--- src/rtl/hwl_pkg.sv ---
package hwl_pkg;
  typedef struct packed {
    logic hit;   // qualified end-address match
    logic last;  // match consumes the final pass
  } hwl_event_t;
endpackage

--- src/rtl/hwl_addr_regs.sv ---
module hwl_addr_regs #(
  parameter int ADDR_W = 16
) (
  input  logic              clk_i,
  input  logic              rst_ni,
  input  logic              load_i,
  input  logic [ADDR_W-1:0] top_i,
  input  logic [ADDR_W-1:0] end_i,
  output logic [ADDR_W-1:0] top_o,
  output logic [ADDR_W-1:0] end_o
);
  always_ff @(posedge clk_i or negedge rst_ni) begin
    if (!rst_ni) begin
      top_o <= '0;
      end_o <= '0;
    end else if (load_i) begin
      top_o <= top_i;
      end_o <= end_i;
    end
  end

  p_load_end_r10: assert property (@(posedge clk_i) disable iff (!rst_ni)
    load_i |=> end_o == $past(end_i));
endmodule

--- src/rtl/hwl_down_cnt.sv ---
module hwl_down_cnt #(
  parameter int CNT_W = 16
) (
  input  logic             clk_i,
  input  logic             rst_ni,
  input  logic             load_i,
  input  logic [CNT_W-1:0] load_val_i,
  input  logic             dec_i,
  output logic             last_o,
  output logic             zero_o
);
  localparam logic [CNT_W-1:0] ONE = CNT_W'(1);

  logic [CNT_W-1:0] cnt_q;

  always_ff @(posedge clk_i or negedge rst_ni) begin
    if (!rst_ni)      cnt_q <= '0;
    else if (load_i)  cnt_q <= load_val_i;
    else if (dec_i)   cnt_q <= cnt_q - ONE;
  end

  assign last_o = (cnt_q == ONE);
  assign zero_o = (cnt_q == '0);

  p_no_underflow_r5: assert property (@(posedge clk_i) disable iff (!rst_ni)
    dec_i |-> !zero_o);
  p_dec_step_r4: assert property (@(posedge clk_i) disable iff (!rst_ni)
    (dec_i && !load_i) |=> cnt_q == $past(cnt_q) - ONE);
  p_hold_r6: assert property (@(posedge clk_i) disable iff (!rst_ni)
    (!dec_i && !load_i) |=> $stable(cnt_q));
endmodule

--- src/rtl/hwl_match.sv ---
module hwl_match #(
  parameter int ADDR_W = 16
) (
  input  logic              retire_i,
  input  logic              active_i,
  input  logic              setup_i,
  input  logic              last_i,
  input  logic [ADDR_W-1:0] pc_i,
  input  logic [ADDR_W-1:0] end_i,
  output hwl_pkg::hwl_event_t ev_o
);
  always_comb begin
    ev_o.hit  = retire_i && active_i && !setup_i && (pc_i == end_i);
    ev_o.last = ev_o.hit && last_i;
  end
endmodule

--- src/rtl/hw_loop_ctrl.sv ---
module hw_loop_ctrl #(
  parameter int ADDR_W = 16,
  parameter int CNT_W  = 16
) (
  input  logic              clk_i,
  input  logic              rst_ni,
  input  logic              setup_valid_i,
  input  logic [ADDR_W-1:0] setup_top_i,
  input  logic [ADDR_W-1:0] setup_end_i,
  input  logic [CNT_W-1:0]  setup_count_i,
  input  logic              retire_valid_i,
  input  logic [ADDR_W-1:0] next_pc_i,
  output logic              redirect_valid_o,
  output logic [ADDR_W-1:0] redirect_pc_o,
  output logic              loop_active_o
);
  import hwl_pkg::*;

  logic [ADDR_W-1:0] top_q, end_q;
  logic              cnt_last, cnt_zero;
  logic              active_q;
  hwl_event_t        ev;

  hwl_addr_regs #(.ADDR_W(ADDR_W)) u_addr (
    .clk_i (clk_i),
    .rst_ni(rst_ni),
    .load_i(setup_valid_i),
    .top_i (setup_top_i),
    .end_i (setup_end_i),
    .top_o (top_q),
    .end_o (end_q)
  );

  hwl_down_cnt #(.CNT_W(CNT_W)) u_cnt (
    .clk_i     (clk_i),
    .rst_ni    (rst_ni),
    .load_i    (setup_valid_i),
    .load_val_i(setup_count_i),
    .dec_i     (ev.hit),
    .last_o    (cnt_last),
    .zero_o    (cnt_zero)
  );

  hwl_match #(.ADDR_W(ADDR_W)) u_match (
    .retire_i(retire_valid_i),
    .active_i(active_q),
    .setup_i (setup_valid_i),
    .last_i  (cnt_last),
    .pc_i    (next_pc_i),
    .end_i   (end_q),
    .ev_o    (ev)
  );

  // setup has priority over an exiting match
  always_ff @(posedge clk_i or negedge rst_ni) begin
    if (!rst_ni)            active_q <= 1'b0;
    else if (setup_valid_i) active_q <= (setup_count_i != '0);
    else if (ev.last)       active_q <= 1'b0;
  end

  assign redirect_valid_o = ev.hit && !ev.last;
  assign redirect_pc_o    = top_q;
  assign loop_active_o    = active_q;

  p_live_count_r2: assert property (@(posedge clk_i) disable iff (!rst_ni)
    active_q |-> !cnt_zero);
  p_start_r2: assert property (@(posedge clk_i) disable iff (!rst_ni)
    (setup_valid_i && setup_count_i != '0) |=> loop_active_o);
  p_zero_setup_r3: assert property (@(posedge clk_i) disable iff (!rst_ni)
    (setup_valid_i && setup_count_i == '0) |=> !loop_active_o);
  p_redirect_live_r4: assert property (@(posedge clk_i) disable iff (!rst_ni)
    redirect_valid_o |-> loop_active_o);
  p_exit_r5: assert property (@(posedge clk_i) disable iff (!rst_ni)
    (ev.last && !setup_valid_i) |=> !loop_active_o);
  p_gate_r7: assert property (@(posedge clk_i) disable iff (!rst_ni)
    !retire_valid_i |-> !redirect_valid_o);
  p_setup_wins_r8: assert property (@(posedge clk_i) disable iff (!rst_ni)
    setup_valid_i |-> !redirect_valid_o);
  p_reset_r1: assert property (@(posedge clk_i)
    !rst_ni |-> (!loop_active_o && !redirect_valid_o));
endmodule

--- config.mk ---
export PLATFORM = sky130hd
export DESIGN_NAME = hw_loop_ctrl
export DESIGN_NICKNAME = d
export VERILOG_FILES = /design/src/rtl/hwl_pkg.sv /design/src/rtl/hwl_addr_regs.sv /design/src/rtl/hwl_down_cnt.sv /design/src/rtl/hwl_match.sv /design/src/rtl/hw_loop_ctrl.sv
export SDC_FILE = /design/constraint.sdc
export NUM_CORES = 1
export LEC_CHECK = 0
export CORE_ASPECT_RATIO = 2
export CORE_MARGIN = 2
export CORE_UTILIZATION = 40
export CTS_BUF_LIST = sky130_fd_sc_hd__clkbuf_4 sky130_fd_sc_hd__clkbuf_8
export CTS_CLUSTER_DIAMETER = 120
export DETAILED_ROUTE_END_ITERATION = 6
export PLACE_DENSITY = 0.86
export SLEW_MARGIN = 15
export SYNTH_ARGS = -nofsm -noshare
export SYNTH_HDL_FRONTEND = slang
export SYNTH_SLANG_ARGS = --single-unit
export TNS_END_PERCENT = 50
--- constraint.sdc ---
create_clock -name clk_i -period 2.1 [get_ports clk_i]
set_input_delay 0.42 -clock clk_i [delete_from_list [all_inputs] [get_ports clk_i]]
set_output_delay 0.42 -clock clk_i [all_outputs]
set_load 0.01 [all_outputs]
Word-level counts from Yosys, hierarchy flattened
Cells that the tools add are included.
{"block": "totals", "reg_bits": 49, "latch_bits": 0, "ram_bits": 0, "mem_bits_ro": 0, "in_bits": 68, "n_memories": 0}
{"block": "classes", "add_sub_neg": 1, "n_mul": 0, "n_div": 0, "order_cmp": 0, "eq_ne": 2, "n_shift": 0, "muxes": 4, "n_bitwise": 0, "reduce_logical": 10}
{"operator": "$mux 16", "n": 2}
{"operator": "$eq 16x1->1 const B", "n": 1}
{"operator": "$eq 16x16->1", "n": 1}
{"operator": "$reduce_bool 16->1", "n": 1}
{"operator": "$sub 16x1->16 const B", "n": 1}
{"operator": "$logic_and 1x1->1", "n": 5}
{"operator": "$reduce_bool 2->1", "n": 2}
{"operator": "$logic_not 1->1", "n": 2}
{"operator": "$mux 1", "n": 2}

Longest topological paths before layout
{"block": "depth", "ltp_word": 6, "ltp_mapped": 8, "mapped_depth_nobuf": 6}

Hierarchy
A second synthesis with hierarchy kept.
{"block": "hier_totals", "hier_cells": 207, "hier_area_um2": 2585.0}
{"module": "hwl_addr_regs", "n_inst": 1, "cells_each": 68, "area_each_um2": 1345.0, "seq_area_each_um2": 800.8}
{"module": "hwl_down_cnt", "n_inst": 1, "cells_each": 102, "area_each_um2": 948.4, "seq_area_each_um2": 400.4}
{"module": "hwl_match", "n_inst": 1, "cells_each": 26, "area_each_um2": 202.7, "seq_area_each_um2": 0.0}
{"module": "hw_loop_ctrl", "n_inst": 1, "cells_each": 11, "area_each_um2": 88.8, "seq_area_each_um2": 25.0}

Worst setup path after synthesis
OpenSTA, ideal clock, no wires.
{"block": "synth_path", "path_kind": "input to output", "startpoint": "input port next_pc_i[2]", "endpoint": "output port redirect_valid_o", "t_arrival_ns": 1.824, "required_time_ns": 1.680, "path_slack_ns": -0.144, "path_stages": 6, "path_buffers": 2, "cell_sequence": "xor2_1 nor4_1 nand4_1 clkbuf_1 clkbuf_1 nor3b_1"}
{"block": "synth_between", "elab_chain_cells": 5}
{"item": "start: declaration", "line": "hw_loop_ctrl.sv:12", "rtl": "input logic [ADDR_W-1:0] next_pc_i,"}
{"item": "$eq 16x16->1 (*)", "line": "hwl_match.sv:13", "rtl": "ev_o.hit = retire_i && active_i && !setup_i && (pc_i == end_i);"}
{"item": "$logic_and 1x1->1 (*)", "line": "hwl_match.sv:13"}
{"item": "$logic_and 1x1->1", "line": "hwl_match.sv:14", "rtl": "ev_o.last = ev_o.hit && last_i;"}
{"item": "$logic_not 1->1", "line": "hw_loop_ctrl.sv:61", "rtl": "assign redirect_valid_o = ev.hit && !ev.last;"}
{"item": "$logic_and 1x1->1 (*)", "line": "hw_loop_ctrl.sv:61"}
{"item": "end: declaration", "line": "hw_loop_ctrl.sv:13", "rtl": "output logic redirect_valid_o,"}
Mark *: on every way between the ends. The rest lies on a longest branch, timed or not.

Worst setup path in the final report
{"block": "layout_path", "startpoint": "register u_cnt.cnt_q[7]", "endpoint": "register u_cnt.cnt_q[13]"}
{"block": "layout_between", "elab_chain_cells": 3}
{"item": "start: declaration", "line": "hwl_down_cnt.sv:14", "rtl": "logic [CNT_W-1:0] cnt_q;"}
{"item": "start signal: assignment", "line": "hwl_down_cnt.sv:18", "rtl": "else if (load_i) cnt_q <= load_val_i;"}
{"item": "start signal: assignment", "line": "hwl_down_cnt.sv:19", "rtl": "else if (dec_i) cnt_q <= cnt_q - ONE;"}
{"item": "$sub 16x1->16", "line": "hwl_down_cnt.sv:19"}
{"item": "$mux 16", "line": "hwl_down_cnt.sv:19"}
{"item": "$mux 16", "line": "hwl_down_cnt.sv:18"}
Every way passes these cells. The select of a mux whose other input is x is not followed.
A chain may end at the register's enable or synchronous reset.

==> results.cfg <==
[cts]
clockBufferDepth = 2
numCtsBuffers = 5
clk_pin_slew_ps = 90
cts_tree = done
cts_root_buffer = clkbuf_8
htreeDepth = 2
clock_latency_ps = 310
cts.sinks = 49

[setup_path]
worstSetupEndpointType = flop
worst_r2r_endpoint = u_cnt.cnt_q[13]$_DFFE_PN0P_
max_stage_delay_ps = 570
path_class = flop to flop
cp.required_ps = 2300
rr_worst_depth = 5
endpoint = u_cnt.cnt_q[13]$_DFFE_PN0P_
cp-start-kind = flop
cpMaxStageDelayCell = or4_4
cp_common_cell = or4_4
crit_chain = or4_4 > buf_6 > or4_4 > o41a_1 > o31a_1
arrival_ps = 2480
critPathTopFamily = simple AND/OR/NAND/NOR gates
cp_max_fo = 3
worstReg2RegStart = u_cnt.cnt_q[7]$_DFFE_PN0P_
cp-startpoint = u_cnt.cnt_q[7]$_DFFE_PN0P_
crit_buf_inv = 1
rrSetupSlack_ps = -180
path_depth = 5

[global_routing]
antenna_found_initial = 0
grt_use_total = 0.210
grt_pass1_wl_mm = 11.0
gr-total-overflow = 0
grt_max_degree = 43
grt_pass1_vias = 2454

[finish]
n_antenna_cell = 0
fin_nets = 416
fin_util = 0.646
fin_area_um2 = 3880
drive_above_1_share = 0.288
final_cell_count_no_fill = 410
area_growth_pct = 55.3

[synthesis]
synth.avg_cell_area_um2 = 11.2
ys_ff_latch = 49
synth_top_cell_by_area = dfrtp_1
synth_area_um2 = 2500
synth_top_area_share = 0.490
ys_top_cells_by_area = dfrtp_1, mux2_2, xor2_1, a31oi_1, nor2_1
seq_area_frac_synth = 0.490
synth_cell_type_count = 34
yosysWarnings = 0
syn_inst = 223
syn_nets = 293

[routing]
wl_met3_um = 355
post_drt_wl_per_cell_um = 17.9
wl_met2_mm = 4.21
drc = 0
drt_iter0_markers = 140
routed_wl_mm = 7.36
drt_pass1_iterations = 4
avgViaCountPerCell = 5.76
top_layer = met4
vias = 2361
drtAntennaViolNets = 0
met1_length_mm = 2.46

[power_and_ir_drop]
vdd_drop_max_uv = 616
pwr_density_cell_nw_per_um2 = 568
leakage_nw = 1.58

[flow_run]
cap_viol_max_count = 0

[sta]
worstMarginPinSlew_ps = 524
hold_violations = 0
period_needed_ps = 2280
fin_crit_sh = 1.09
rsz0062_at_grt = true
layout_setup_ws_ps = -184
fmax_mhz = 438
maxSlewViolCount = 0
max-slew-margin-rel = 0.651
fin_skew_ps = 14.6
finalSetupViolCount = 8

[die]
placeableCoreArea_um2 = 6010
io_pins = 86
initial_core_util = 0.416
die_h_um = 116
num_rows = 40
die_w_um = 59.9
dieArea_um2 = 6940

[placed_design]
place_ws_ps = -719
hpwl_mm = 5.23
port_buffers = 85
routabilityCongestion = 0.834
placed_cells = 391
placed_cell_area_um2 = 3630

[hold_path]
hold_path_class = input pin to asynchronous set/reset pin

[run_status]
status = finished with violations
violations = setup timing
-- layout by cell type, fill, tap and decap left out, types with 3 or more instances in the layout --
cell | Yosys | routed
buf_4 | 0 | 37
nand2_1 | 8 | 8
buf_2 | 0 | 3
a31oi_1 | 11 | 11
inv_1 | 4 | 4
clkdlybuf4s50_1 | 0 | 73
dfrtp_1 | 49 | 49
or4_1 | 6 | 3
nand2b_1 | 4 | 4
o31ai_1 | 5 | 3
xor2_1 | 12 | 12
nor4_1 | 10 | 8
nor2_1 | 17 | 15
mux2_2 | 32 | 32
o31a_1 | 7 | 7
dlygate4sd2_1 | 0 | 8
or4_4 | 2 | 5
o21ai_0 | 7 | 7
clkbuf_8 | 0 | 5
nand4_1 | 5 | 5
xnor2_1 | 4 | 4
or3_1 | 5 | 5
-- timing repair --
item                                   4_1_cts  5_1_grt
endpoints found under the hold margin        6        0
resized for setup                           19        9
gates cloned                                 0        2
hold buffers                                 1        0
pin swaps                                   12       11
setup buffers                                3        5
setup endpoints to repair                   17       14
-- state kept, by name, summed over array words and instances, names as in the netlist --
register	count
u_cnt.cnt_q	16
u_addr.end_o	16
loop_active_o	1
u_addr.top_o	16
-- layout make-up --
type	count	area, µm²
Fill cell	483	2120
Inverter	4	15.0
Tap cell	63	78.8
Clock buffer	6	76.3
Sequential cell	49	1230
Multi-Input combinational cell	158	1270
Timing Repair Buffer	128	1210
Clock inverter	2	10.0
-- routing by layer --
metal	vias to the layer above	track usage
met2	94	0.393
met1	1157	0.211
met5	-	0
li1	1078	-
met3	32	0.0357
met4	0	0.105
-- kinds of logic (layout without fill, tap and decap cells) --
logic type               after synthesis  after routing  share of synthesized area
adder cells (fa/ha/maj)                2              2                     0.0100
multiplexers                          32             32                      0.144
XOR/XNOR                              16             16                     0.0561
AND/OR/NAND/NOR                       73             73                      0.176
flip-flops                            49             49                      0.490
buffers and inverters                 16            140                     0.0240
AO/OA/AOI/OAI                         35             35                     0.0996
-- Yosys cell counts (all sizes together) --
library cell and number:
inv 4, nand3b 2, nand2b 4, nor3 2
mux2 32, a41o 1, nor4 11, xor2 12
or3 7, nand4 5, nor3b 2, or4b 1
nand2 8, a31oi 11, xnor2 4, o31ai 5
and3 2, nor2 17, nor2b 1, o41ai 1
o41a 1, nand4b 2, o21a 1, clkbuf 12
a22o 1, or4 8, dfrtp 49, o21ai 7
o31a 7, ha 2, nand3 1
-- per-stage QoR --
step / TNS, ps / hold WS (ps) / power (W)
floorplan: -37.8 / 124 / 0.00132
global placement: -6860 / 261 / 0.00162
detailed placement: -8720 / 268 / 0.00165
CTS: -549 / 466 / 0.00221
global route: -2010 / 484 / 0.00231
finish: -542 / 477 / 0.00220
-- power by group --
group | internal (W) | total (W) | leakage [nW] | switching, W
clock | 0.000244 | 0.000560 | 0.0484 | 0.000316
combinational | 0.000329 | 0.000543 | 0.964 | 0.000214
sequential | 0.00103 | 0.00110 | 0.564 | 0.0000681
-- how the worst min path moves through the flow --
stage / startpoint / endpoint / slack, ps / cells after the start
finish: rst_ni / u_addr.top_o[2]$_DFFE_PN0P_ / 480 / 2
global route: rst_ni / u_addr.top_o[2]$_DFFE_PN0P_ / 480 / 2
CTS: rst_ni / u_addr.top_o[2]$_DFFE_PN0P_ / 470 / 2
detailed placement: rst_ni / u_addr.top_o[2]$_DFFE_PN0P_ / 270 / 1
global placement: rst_ni / u_addr.top_o[0]$_DFFE_PN0P_ / 260 / 1
floorplan: rst_ni / loop_active_o$_DFFE_PN0P_ / 120 / 0
(Power assumes the default switching activity.)
